## src/rtl/tdm_tx_pkg.sv

```systemverilog
package tdm_tx_pkg;
  // strobes from the frame control to the serialiser
  typedef struct packed {
    logic launch;  // bit-launch tick
    logic load;    // first bit of a slot
    logic fill;    // slot takes fresh sample words
  } tdmStrobe_t;
endpackage

```

## src/rtl/tdm_tx_ctrl.sv

```systemverilog
module tdm_tx_ctrl
  import tdm_tx_pkg::*;
#(
  parameter int SLOTS_MAX  = 8,
  parameter int SLOT_W_MAX = 32,
  localparam int SC_W = $clog2(SLOTS_MAX + 1),
  localparam int SI_W = $clog2(SLOTS_MAX),
  localparam int BW_W = $clog2(SLOT_W_MAX + 1)
) (
  input  logic             clk,
  input  logic             rstN,
  input  logic             bclkEn,
  input  logic             cfgMaster,
  input  logic             cfgFsWord,
  input  logic             cfgFsEarly,
  input  logic             cfgFsInv,
  input  logic             cfgBclkInv,
  input  logic             cfgNetwork,
  input  logic [SC_W-1:0]  cfgSlots,
  input  logic [BW_W-1:0]  cfgSlotWidth,
  input  logic [SLOTS_MAX-1:0] cfgSlotMask,
  input  logic             sVal,
  output logic             sRdy,
  input  logic             fsIn,
  output logic             fsOut,
  output logic             bclkOut,
  output logic             underrun,
  output logic             lastSlot,
  output logic             evenSlot,
  output tdmStrobe_t       ctl
);
  logic            phase, first, fsPrev, fsRaw, bclkRaw;
  logic            underrunR, lastR, evenR;
  logic [SC_W-1:0] effSlots, lastSlotIdx, slotIdx, nSlot;
  logic [BW_W-1:0] lastBit, bitIdx, nBit;
  logic            launch, fsAct, syncEdge, fsNew, slotOn, isLast, loadSlot;

  assign effSlots    = cfgNetwork ? cfgSlots : SC_W'(1);
  assign lastSlotIdx = effSlots - SC_W'(1);
  assign lastBit     = cfgSlotWidth - BW_W'(1);
  assign launch      = bclkEn && !phase;
  assign fsAct       = fsIn ^ cfgFsInv;
  assign syncEdge    = !cfgMaster && fsAct && !fsPrev;

  // position of the bit launched at this tick
  always_comb begin
    if (syncEdge) begin
      nSlot = cfgFsEarly ? lastSlotIdx : '0;
      nBit  = cfgFsEarly ? lastBit : '0;
    end else if (first || (bitIdx >= lastBit && slotIdx >= lastSlotIdx)) begin
      nSlot = '0;
      nBit  = '0;
    end else if (bitIdx >= lastBit) begin
      nSlot = slotIdx + SC_W'(1);
      nBit  = '0;
    end else begin
      nSlot = slotIdx;
      nBit  = bitIdx + BW_W'(1);
    end
  end

  always_comb begin
    if (cfgFsEarly)
      fsNew = (nSlot == lastSlotIdx && nBit == lastBit) ||
              (nSlot == '0 && cfgFsWord && nBit != lastBit);
    else
      fsNew = (nSlot == '0) && (cfgFsWord || nBit == '0);
  end

  assign slotOn   = (nSlot < SC_W'(SLOTS_MAX)) ? cfgSlotMask[nSlot[SI_W-1:0]] : 1'b0;
  assign isLast   = (nSlot == lastSlotIdx) && (nBit == lastBit);
  assign loadSlot = launch && (nBit == '0);
  assign sRdy     = loadSlot && slotOn;

  assign ctl.launch = launch;
  assign ctl.load   = loadSlot;
  assign ctl.fill   = sRdy && sVal;

  always_ff @(posedge clk or negedge rstN) begin
    if (!rstN) begin
      phase     <= 1'b0;
      first     <= 1'b1;
      slotIdx   <= '0;
      bitIdx    <= '0;
      fsPrev    <= 1'b0;
      fsRaw     <= 1'b0;
      bclkRaw   <= 1'b1;
      underrunR <= 1'b0;
      lastR     <= 1'b0;
      evenR     <= 1'b0;
    end else begin
      if (bclkEn) begin
        phase   <= ~phase;
        bclkRaw <= !launch;
      end
      if (launch) begin
        first     <= 1'b0;
        slotIdx   <= nSlot;
        bitIdx    <= nBit;
        fsPrev    <= fsAct;
        fsRaw     <= fsNew;
        underrunR <= sRdy && !sVal;
        lastR     <= isLast;
        evenR     <= !nSlot[0];
      end else begin
        underrunR <= 1'b0;
        lastR     <= 1'b0;
      end
    end
  end

  assign fsOut    = fsRaw ^ cfgFsInv;
  assign bclkOut  = bclkRaw ^ cfgBclkInv;
  assign underrun = underrunR;
  assign lastSlot = lastR;
  assign evenSlot = evenR;
endmodule

```

## src/rtl/tdm_tx_datapath.sv

```systemverilog
module tdm_tx_datapath
  import tdm_tx_pkg::*;
#(
  parameter int LINES      = 4,
  parameter int SLOT_W_MAX = 32,
  parameter int WORD_MAX   = 24,
  localparam int BW_W = $clog2(SLOT_W_MAX + 1),
  localparam int WW_W = $clog2(WORD_MAX + 1),
  localparam int LN_W = $clog2(LINES + 1)
) (
  input  logic                      clk,
  input  logic                      rstN,
  input  tdmStrobe_t                ctl,
  input  logic [LINES*WORD_MAX-1:0] sData,
  input  logic [LN_W-1:0]           cfgLines,
  input  logic [BW_W-1:0]           cfgSlotWidth,
  input  logic [WW_W-1:0]           cfgWordWidth,
  input  logic                      cfgAlignEnd,
  output logic [LINES-1:0]          sdOut
);
  logic [BW_W-1:0] shAmt;
  assign shAmt = cfgAlignEnd ? BW_W'(SLOT_W_MAX) - cfgSlotWidth
                             : BW_W'(SLOT_W_MAX) - BW_W'(cfgWordWidth);

  for (genvar g = 0; g < LINES; g++) begin : gLine
    logic [WORD_MAX-1:0]   wordRaw, wordMask;
    logic [SLOT_W_MAX-1:0] wordExt, loaded, shReg;
    logic                  lineOn, sdR;

    assign wordRaw  = sData[g*WORD_MAX +: WORD_MAX];
    assign wordMask = wordRaw & ~({WORD_MAX{1'b1}} << cfgWordWidth);
    assign wordExt  = SLOT_W_MAX'(wordMask);
    assign lineOn   = LN_W'(g) < cfgLines;
    // sample placed so that its MSB is the first bit it occupies in the slot
    assign loaded   = (ctl.fill && lineOn) ? (wordExt << shAmt) : '0;

    always_ff @(posedge clk or negedge rstN) begin
      if (!rstN) begin
        shReg <= '0;
        sdR   <= 1'b0;
      end else if (ctl.launch) begin
        if (ctl.load) begin
          sdR   <= loaded[SLOT_W_MAX-1];
          shReg <= loaded << 1;
        end else begin
          sdR   <= shReg[SLOT_W_MAX-1];
          shReg <= shReg << 1;
        end
      end
    end

    assign sdOut[g] = sdR;
  end
endmodule

```

## src/rtl/tdm_tx.sv

```systemverilog
module tdm_tx
  import tdm_tx_pkg::*;
#(
  parameter int LINES      = 4,
  parameter int SLOTS_MAX  = 8,
  parameter int SLOT_W_MAX = 32,
  parameter int WORD_MAX   = 24,
  localparam int SC_W = $clog2(SLOTS_MAX + 1),
  localparam int BW_W = $clog2(SLOT_W_MAX + 1),
  localparam int WW_W = $clog2(WORD_MAX + 1),
  localparam int LN_W = $clog2(LINES + 1)
) (
  input  logic                      clk,
  input  logic                      rstN,
  input  logic                      bclkEn,
  input  logic                      cfgMaster,
  input  logic                      cfgFsWord,
  input  logic                      cfgFsEarly,
  input  logic                      cfgFsInv,
  input  logic                      cfgBclkInv,
  input  logic                      cfgNetwork,
  input  logic [SC_W-1:0]           cfgSlots,
  input  logic [BW_W-1:0]           cfgSlotWidth,
  input  logic [WW_W-1:0]           cfgWordWidth,
  input  logic                      cfgAlignEnd,
  input  logic [SLOTS_MAX-1:0]      cfgSlotMask,
  input  logic [LN_W-1:0]           cfgLines,
  input  logic                      sVal,
  input  logic [LINES*WORD_MAX-1:0] sData,
  output logic                      sRdy,
  input  logic                      fsIn,
  output logic                      fsOut,
  output logic                      bclkOut,
  output logic [LINES-1:0]          sdOut,
  output logic                      underrun,
  output logic                      lastSlot,
  output logic                      evenSlot
);
  tdmStrobe_t ctl;

  tdm_tx_ctrl #(.SLOTS_MAX(SLOTS_MAX), .SLOT_W_MAX(SLOT_W_MAX)) u_ctrl (
    .clk, .rstN, .bclkEn, .cfgMaster, .cfgFsWord, .cfgFsEarly, .cfgFsInv,
    .cfgBclkInv, .cfgNetwork, .cfgSlots, .cfgSlotWidth, .cfgSlotMask,
    .sVal, .sRdy, .fsIn, .fsOut, .bclkOut, .underrun, .lastSlot, .evenSlot,
    .ctl
  );

  tdm_tx_datapath #(.LINES(LINES), .SLOT_W_MAX(SLOT_W_MAX), .WORD_MAX(WORD_MAX)) u_dp (
    .clk, .rstN, .ctl, .sData, .cfgLines, .cfgSlotWidth, .cfgWordWidth,
    .cfgAlignEnd, .sdOut
  );
endmodule

```

## config.mk

```make
export PLATFORM = sky130hd
export DESIGN_NAME = tdm_tx
export DESIGN_NICKNAME = d
export VERILOG_FILES = /design/src/rtl/tdm_tx_pkg.sv /design/src/rtl/tdm_tx_ctrl.sv /design/src/rtl/tdm_tx_datapath.sv /design/src/rtl/tdm_tx.sv
export SDC_FILE = /design/constraint.sdc
export NUM_CORES = 1
export LEC_CHECK = 0
export BUFFER_PORTS_ARGS = -buffer_cell sky130_fd_sc_hd__buf_4
export CAP_MARGIN = 10
export CORE_MARGIN = 2
export CORE_UTILIZATION = 55
export CTS_BUF_LIST = sky130_fd_sc_hd__clkbuf_16
export DETAILED_ROUTE_END_ITERATION = 8
export PLACE_DENSITY_LB_ADDON = 0.2
export SLEW_MARGIN = 20
export SYNTH_ARGS = -nofsm -noshare
export SYNTH_HDL_FRONTEND = slang
export SYNTH_SLANG_ARGS = --single-unit
```

## constraint.sdc

```tcl
create_clock -name clk -period 4.5 [get_ports clk]
set_input_delay 0.225 -clock clk [delete_from_list [all_inputs] [get_ports clk]]
set_output_delay 0.225 -clock clk [all_outputs]
set_load 0.01 [all_outputs]
```

==> flow_summary.json, run 1 <==
{
  "finalNonFillerCells": 2091,
  "nNetsFinal": 1908,
  "worstPathRequired_ps": 4280,
  "start_util_pct": 55.7,
  "core_area_um2": 23300,
  "combPwrFrac_pct": 50.8,
  "ff2ff_path_depth": 11,
  "fmax_mhz": 234,
  "cp_data_arrival_time_ps": 4050,
  "grt.overflow.total": 0,
  "synth_cells": 1715,
  "sw_frac_of_total_pct": 46.3,
  "viasPerCell": 7.13,
  "finalSetupViolations": 0,
  "hp-class": "in -> reg",
  "die_y_um": 158,
  "clkTransAtPathRegs_ps": 70,
  "max_slew.worst_pin.slew_ps": 918,
  "critical_path_class": "in -> out",
  "drt.antenna.violating_nets": 0,
  "cp_max_fo": 8,
  "grtUsageTotal_pct": 41.0,
  "cts_sinks": 146,
  "clock_latency_ps": 440,
  "start_kind": "input pin",
  "dpl.hpwl_mm": 38.4,
  "clkPwrFrac_pct": 20.6,
  "m1WireLength_mm": 20.4,
  "fin_crit_ps": 4270,
  "met3_length_mm": 6.14,
  "maxCapViolCount": 0,
  "route.detailed.drc": 0,
  "switching_power_mw": 3.33,
  "wl_per_cell_um": 24.7,
  "yosysUniqueCellTypes": 73,
  "r2r_slack_ps": 330,
  "pwr-share-seq_pct": 28.7,
  "leakagePower_nw": 6.38,
  "fill_cells": 2100,
  "hold_slack_ps": 26.7,
  "endpoint_kind": "output port",
  "rows": 56,
  "reg2reg_from": "u_ctrl.slotIdx[0]",
  "dr.pass1.iters": 8,
  "synth_edf_count": 0,
  "cts_buffers": 17,
  "die_x_um": 158,
  "wl_met2_mm": 21.7,
  "dp_cells": 2058,
  "die-area_um2": 24900,
  "cts.path.max_buffers": 2,
  "layout_common_cells": "a21oi_1, nor2_1, buf_4",
  "skew_ps": 19.6,
  "cts_root_buf": "clkbuf_16",
  "p_per_area_nw_per_um2": 485,
  "slew_headroom_pct": 38.6,
  "finalHoldViolCount": 0,
  "pin_count": 144,
  "endpoint": "sRdy",
  "ys_warn_count": 0,
  "diodes": 0,
  "cts_tree": "yes",
  "layout_commonest_cell": "a21oi_1",
  "grt_pass1_wl_mm": 78.1,
  "netlist_area_um2": 13000,
  "avgSynthCellArea_um2": 7.58,
  "ys_seq_elements": 146,
  "port_buffers": 143,
  "grt_pass1_vias": 13421,
  "slew_viol_final": 0,
  "drive_above_1_share_pct": 15.3,
  "grt_start_max_net_pins": 104,
  "ys_seq_area_share_pct": 28.1,
  "ys.flop_type": "dfrtp_1",
  "power_mw": 7.20,
  "top_layer_used": "met5",
  "routed_wl_mm": 51.5,
  "synthArstFlopShare_pct": 100,
  "synth_nets": 1864,
  "post-cts-setup-buffer-count": 0,
  "area_growth_pct": 14.1,
  "vdd_drop_max_mv": 0.286,
  "critPathLaunch": "cfgSlotWidth[2]",
  "fin_crit_sh_pct": 94.9,
  "p_int_mw": 3.87,
  "status": "complete, no violations",
  "antenna_found_initial": 1,
  "gp_congestion": 1.09,
  "cts.htree.levels": 4,
  "r2r_end": "u_dp.gLine[2].shReg[31]",
  "num_vias": 14914,
  "drtIter0Drc": 2369
}
[routing by layer]
layer | vias to the layer above | global-route usage (%)
li1 | 6604 | -
met1 | 7022 | 55.0
met2 | 1091 | 60.4
met3 | 195 | 10.2
met4 | 2 | 22.4
met5 | - | 0
[registers in the layout (all words and copies together), names as in the netlist, 4 cells and up]
register and flops:
u_dp.gLine.shReg 124, u_dp.gLine.sdR 4, u_ctrl.bitIdx 6, u_ctrl.slotIdx 4
[final cells by class]
type                    instances  area, um2  share of cell area (%)
clock buffers                  17        425                    2.87
inverters                      15       56.3                   0.379
flip-flops and latches        146       3660                    24.6
clock inverters                15        183                    1.23
repair buffers                179       1360                    9.18
multi-input cells            1400       8760                    59.0
well taps                     319        399                    2.69
[worst min path at each step]
stage            from                 to  slack [ps]  depth (start not counted)
2_1_floorplan    rstN   u_ctrl.bitIdx[0]         -70                          0
3_3_place_gp     rstN  u_ctrl.slotIdx[0]         250                          1
3_5_place_dp     rstN  u_ctrl.slotIdx[0]         260                          1
4_1_cts          sVal    u_ctrl.underrun           8                          2
5_1_grt        bclkEn       u_ctrl.phase          30                          2
6_report       bclkEn       u_ctrl.phase          30                          2
[repair_timing]
item | 4_1_cts | 5_1_grt
endpoints found under the setup margin | 0 | 37
hold buffers | 1 | 0
resized for setup | 0 | 2
hold endpoints to repair | 62 | 0
[synth_stat cells, types with 12 or more instances]
cell / n / area, um2
a21o_1: 17 / 128
a32o_1: 17 / 170
o31ai_1: 22 / 165
and3_1: 66 / 413
a22o_1: 32 / 280
inv_1: 12 / 45.0
mux2_2: 32 / 360
a21oi_1: 203 / 1020
nand2_1: 148 / 556
o22ai_1: 59 / 369
nor3_1: 28 / 140
xor2_1: 14 / 123
dfrtp_1: 144 / 3600
a221o_1: 12 / 120
clkbuf_1: 107 / 402
ha_1: 15 / 188
mux2i_1: 74 / 741
a22oi_1: 65 / 488
o211ai_1: 29 / 218
buf_2: 24 / 120
o21ai_0: 156 / 781
nand3_1: 41 / 205
a211oi_1: 24 / 180
nor2_1: 182 / 683
buf_1: 16 / 60.1
[metrics by stage]
stage / area (um2) / utilization [%] / setup TNS (ps) / setup slack, ps
6_report: 14800 / 63.6 / 0 / 228
5_1_grt: 14800 / 63.6 / -4.63 / -4.63
4_1_cts: 14800 / 63.5 / 0 / 190
3_5_place_dp: 14200 / 60.9 / -78.9 / -63.0
3_3_place_gp: 14200 / 60.9 / 0 / 28.0
2_1_floorplan: 13000 / - / 0 / 876
[power groups by stage]
stage	Combinational (mW)	Clock [mW]	Sequential (mW)
CTS	3.51	1.48	2.05
global route	3.92	1.54	2.11
detailed placement	3.49	0	2.07
global placement	3.44	0	2.05
finish	3.65	1.48	2.06
floorplan	2.47	0	1.98
[worst max-delay path, stage by stage]
cell and delay [ps]:
buf_4 140, nor3_1 230, nand2_1 100, xor2_1 300, ha_1 350, a21oi_1 230
o21ai_0 220, a21oi_2 360, o31ai_1 150, or2_2 340, a2111oi_0 710, a311oi_4 190
nand2_1 270, inv_1 60, buf_4 140
[cells by family (layout without fill, tap and decap cells)]
kind of cell,count (synthesis),in the layout,synth area share (%)
flip-flops,146,146,28.1
AO/OA/AOI/OAI,732,732,36.6
multiplexers,108,108,8.81
adder cells (fa/ha/maj),15,15,1.44
XOR/XNOR,22,22,1.54
buffers and inverters,169,226,5.32
AND/OR/NAND/NOR,523,523,18.2
Power figures use the tool's default switching activity.
==> run 2: changes to the inputs <==
ABC_AREA = 1   (was unset)
MAX_ROUTING_LAYER = met4   (was unset)
clock period = 3.9 ns   (was 4.5 ns; I/O delays follow)
==> run 2 against run 1 <==
  * Largest power group unchanged
  * Global-route usage grew 1.0 points
  * Largest cell class unchanged
  * Count of clock-buffer cells in the layout unchanged
  * Routed wire length increased by 11%
  * Cell area up 9.4%
  * Flip-flop and latch count is the same
  * Via count increased by 22%
  * Highest routed layer is now met4
  * Sequential power rose by 27%
  * Worst hold slack gained 76 ps
==> flow_summary.json, run 2 <==
{
  "synth.area.mux_share_pct": 0,
  "rows": 59,
  "start_util_pct": 56.0,
  "ys_seq_elements": 146,
  "cts_sinks": 146,
  "finalNonFillerCells": 2833,
  "synth_top_area_share_pct": 24.8,
  "yosysUniqueCellTypes": 45,
  "cts.path.max_buffers": 2,
  "synth.area.top_cells": "dfrtp_1, nand3_1, nand2_1",
  "fin_crit_ps": 3440,
  "reg2reg_from": "u_ctrl.bitIdx[0]",
  "skew_ps": 23.8,
  "yosysTopAreaCell": "dfrtp_1",
  "critPathBufInv": 8,
  "start_kind": "input pin",
  "reg_top3": "u_dp.gLine.shReg: 124 flops, u_ctrl.bitIdx: 6 flops",
  "path_cells": "buf_4 -> inv_2 -> ha_1 -> nand3_1 -> xor2_1 -> inv_1 -> ha_1 -> nand2_1 -> inv_1 -> a21oi_4 -> nand3_1 -> nand2_1 -> inv_1 -> nand2_2 -> nand2_2 -> nand2_1 -> nand3_1 -> a21oi_1 -> nor2_4 -> buf_12 -> buf_4 -> buf_4",
  "layout_common_cells": "nand2_1, nand3_1, nor2_1",
  "nNetsFinal": 2634,
  "core_area_um2": 26000,
  "clkPwrFrac_pct": 21.3,
  "largest_register": "u_dp.gLine.shReg",
  "sw_frac_of_total_pct": 47.6,
  "synth_adder_area_share_pct": 1.29,
  "cts_tree": "yes",
  "pin_count": 144,
  "port_buffers": 143,
  "dpl.hpwl_mm": 41.4,
  "die_y_um": 167,
  "finalHoldViolCount": 0,
  "r2r_end": "u_dp.gLine[3].shReg[30]",
  "critical_path_class": "in -> out",
  "grt_setup_unrepaired": "false",
  "cts_resized": 0,
  "drtIter0Drc": 3255,
  "ys_warn_count": 0,
  "ys.flop_type": "dfrtp_1",
  "layout_commonest_cell": "nand2_1",
  "drive_above_1_share_pct": 10.4,
  "clkTransAtPathRegs_ps": 70,
  "vdd_drop_max_mv": 0.539,
  "gp_congestion": 1.06,
  "p_per_area_nw_per_um2": 551,
  "hold_slack_ps": 103,
  "leakagePower_nw": 7.45,
  "clock_latency_ps": 450,
  "status": "complete, no violations",
  "area_growth_pct": 11.6,
  "netlist_area_um2": 14600,
  "fmax_mhz": 291,
  "cp_data_arrival_time_ps": 3240,
  "antenna_found_initial": 0,
  "finalSetupViolations": 0,
  "synth-compound-area-share_pct": 12.2,
  "max_stage_delay_ps": 320,
  "yosysMostFrequentCell": "nand2_1",
  "synth-xor-area-share_pct": 1.13,
  "cp_max_fo": 24,
  "endpoint_kind": "output port",
  "num_vias": 18159,
  "critPathLaunch": "cfgSlotWidth[0]",
  "slew_viol_final": 0,
  "endpoint": "sRdy",
  "largest_register_ffs": 124,
  "grtUsageTotal_pct": 42.0,
  "cts_root_buf": "clkbuf_16",
  "hp-class": "in -> reg",
  "r2r_slack_ps": 800,
  "wl_per_cell_um": 20.3,
  "viasPerCell": 6.41,
  "grt.overflow.total": 0,
  "route.detailed.drc": 0,
  "synth_cells": 2481,
  "ff2ff_path_depth": 19,
  "synth_edf_count": 0,
  "cpLargestDelayFamily": "buffers and inverters",
  "switching_power_mw": 4.26,
  "synth_nets": 2630,
  "worstPathRequired_ps": 3700,
  "synth_top_family_by_area": "simple AND/OR/NAND/NOR gates",
  "pwr-share-seq_pct": 29.1,
  "grt_pass1_vias": 16642,
  "cts.htree.levels": 4,
  "dp_cells": 2799,
  "slew_headroom_pct": 25.4,
  "die-area_um2": 27800,
  "cts_buffers": 17,
  "netlist_top_cells_count": "nand2_1, nand3_1, nor2_1, a21oi_1, dfrtp_1",
  "grt_start_max_net_pins": 126,
  "max_slew.worst_pin.slew_ps": 1120,
  "drt.antenna.violating_nets": 0,
  "die_x_um": 167,
  "crit_cells": 22,
  "diodes": 0,
  "setup_tns_ps": 0,
  "grt_pass1_wl_mm": 90.9,
  "p_int_mw": 4.69,
  "synthArstFlopShare_pct": 100,
  "fin_crit_sh_pct": 88.1,
  "avgSynthCellArea_um2": 5.87,
  "cp_slowest_cell": "a21oi_1",
  "ys_seq_area_share_pct": 25.1,
  "maxCapViolCount": 0,
  "routed_wl_mm": 57.4,
  "combPwrFrac_pct": 49.6,
  "dr.pass1.iters": 8,
  "synth-simple-area-share_pct": 51.2
}
-- run 2: changes by cell type after synthesis, moves of 32 or more --
cell     before  now
o22ai_1      59    2
nand3_1      41  543
nand4_1       9  130
and3_1       66    1
nor2_1      182  322
inv_1        12   75
buf_2        24   65
nand2_1     148  619
a22o_1       32    0
o21ai_0     156   46
a21oi_1     203  272
a22oi_1      65    0
mux2_2       32    0
mux2i_1      74    0
-- run 2: cell families (layout without fill, tap and decap cells) --
kind of cell | Yosys count | count (layout)
buffers and inverters | 285 | 302
adders and majority gates | 15 | 15
and+or+nand+nor | 1673 | 1673
DFF | 146 | 146
AOI/OAI and AO/OA | 344 | 344
xor gates and xnor gates | 18 | 18
-- run 2: metrics by stage --
stage / util (%) / instance area, um2 / setup slack [ps] / total power [mW]
2_1_floorplan: - / 14600 / 819 / 5.66
3_3_place_gp: 60.0 / 15600 / 510 / 6.80
3_5_place_dp: 60.0 / 15600 / 366 / 6.90
4_1_cts: 62.5 / 16200 / 504 / 8.81
5_1_grt: 62.5 / 16200 / 244 / 9.52
6_report: 62.5 / 16200 / 465 / 8.95
-- run 2: cell type report --
cell class              instances  area (um2)
clock buffers                  17         425
clock inverters                15         211
fillers                      2554        9750
inverters                      84         318
multi-input cells            2050        9670
flip-flops and latches        146        3660
well taps                     335         419
repair buffers                186        1540
-- run 2: tightest hold or removal path: cells and delay by family --
kind / cells / cell delay, ps
buffers and inverters: 1 / 80
and+or+nand+nor: 3 / 220
-- run 2: worst min-delay path by stage --
stage,from,end,cells after the start
final,fsIn,u_ctrl.fsPrev,4
after global placement,rstN,u_ctrl.phase,1
after floorplan,rstN,u_ctrl.bitIdx[0],0
after global routing,fsIn,u_ctrl.fsPrev,4
after CTS,fsIn,u_ctrl.fsPrev,4
after detailed placement,rstN,u_ctrl.phase,1
-- run 2: power groups by stage --
stage	sequential (mW)	combinational [mW]	clock (mW)
2_1_floorplan	2.49	3.17	0
3_3_place_gp	2.57	4.23	0
3_5_place_dp	2.60	4.30	0
4_1_cts	2.59	4.31	1.90
5_1_grt	2.68	4.89	1.95
6_report	2.61	4.44	1.91
-- run 2: what timing repair did --
action	in CTS	in global routing
endpoints found under the hold margin	83	0
buffers inserted	0	0
hold buffers	2	0
-- run 2: layer usage --
metal	track usage [%]	vias up	part of all wire, %
li1	-	8412	-
met1	58.0	8341	42
met5	-	-	0
met4	17.8	0	4.8
met3	7.65	182	11
met2	60.4	1224	42
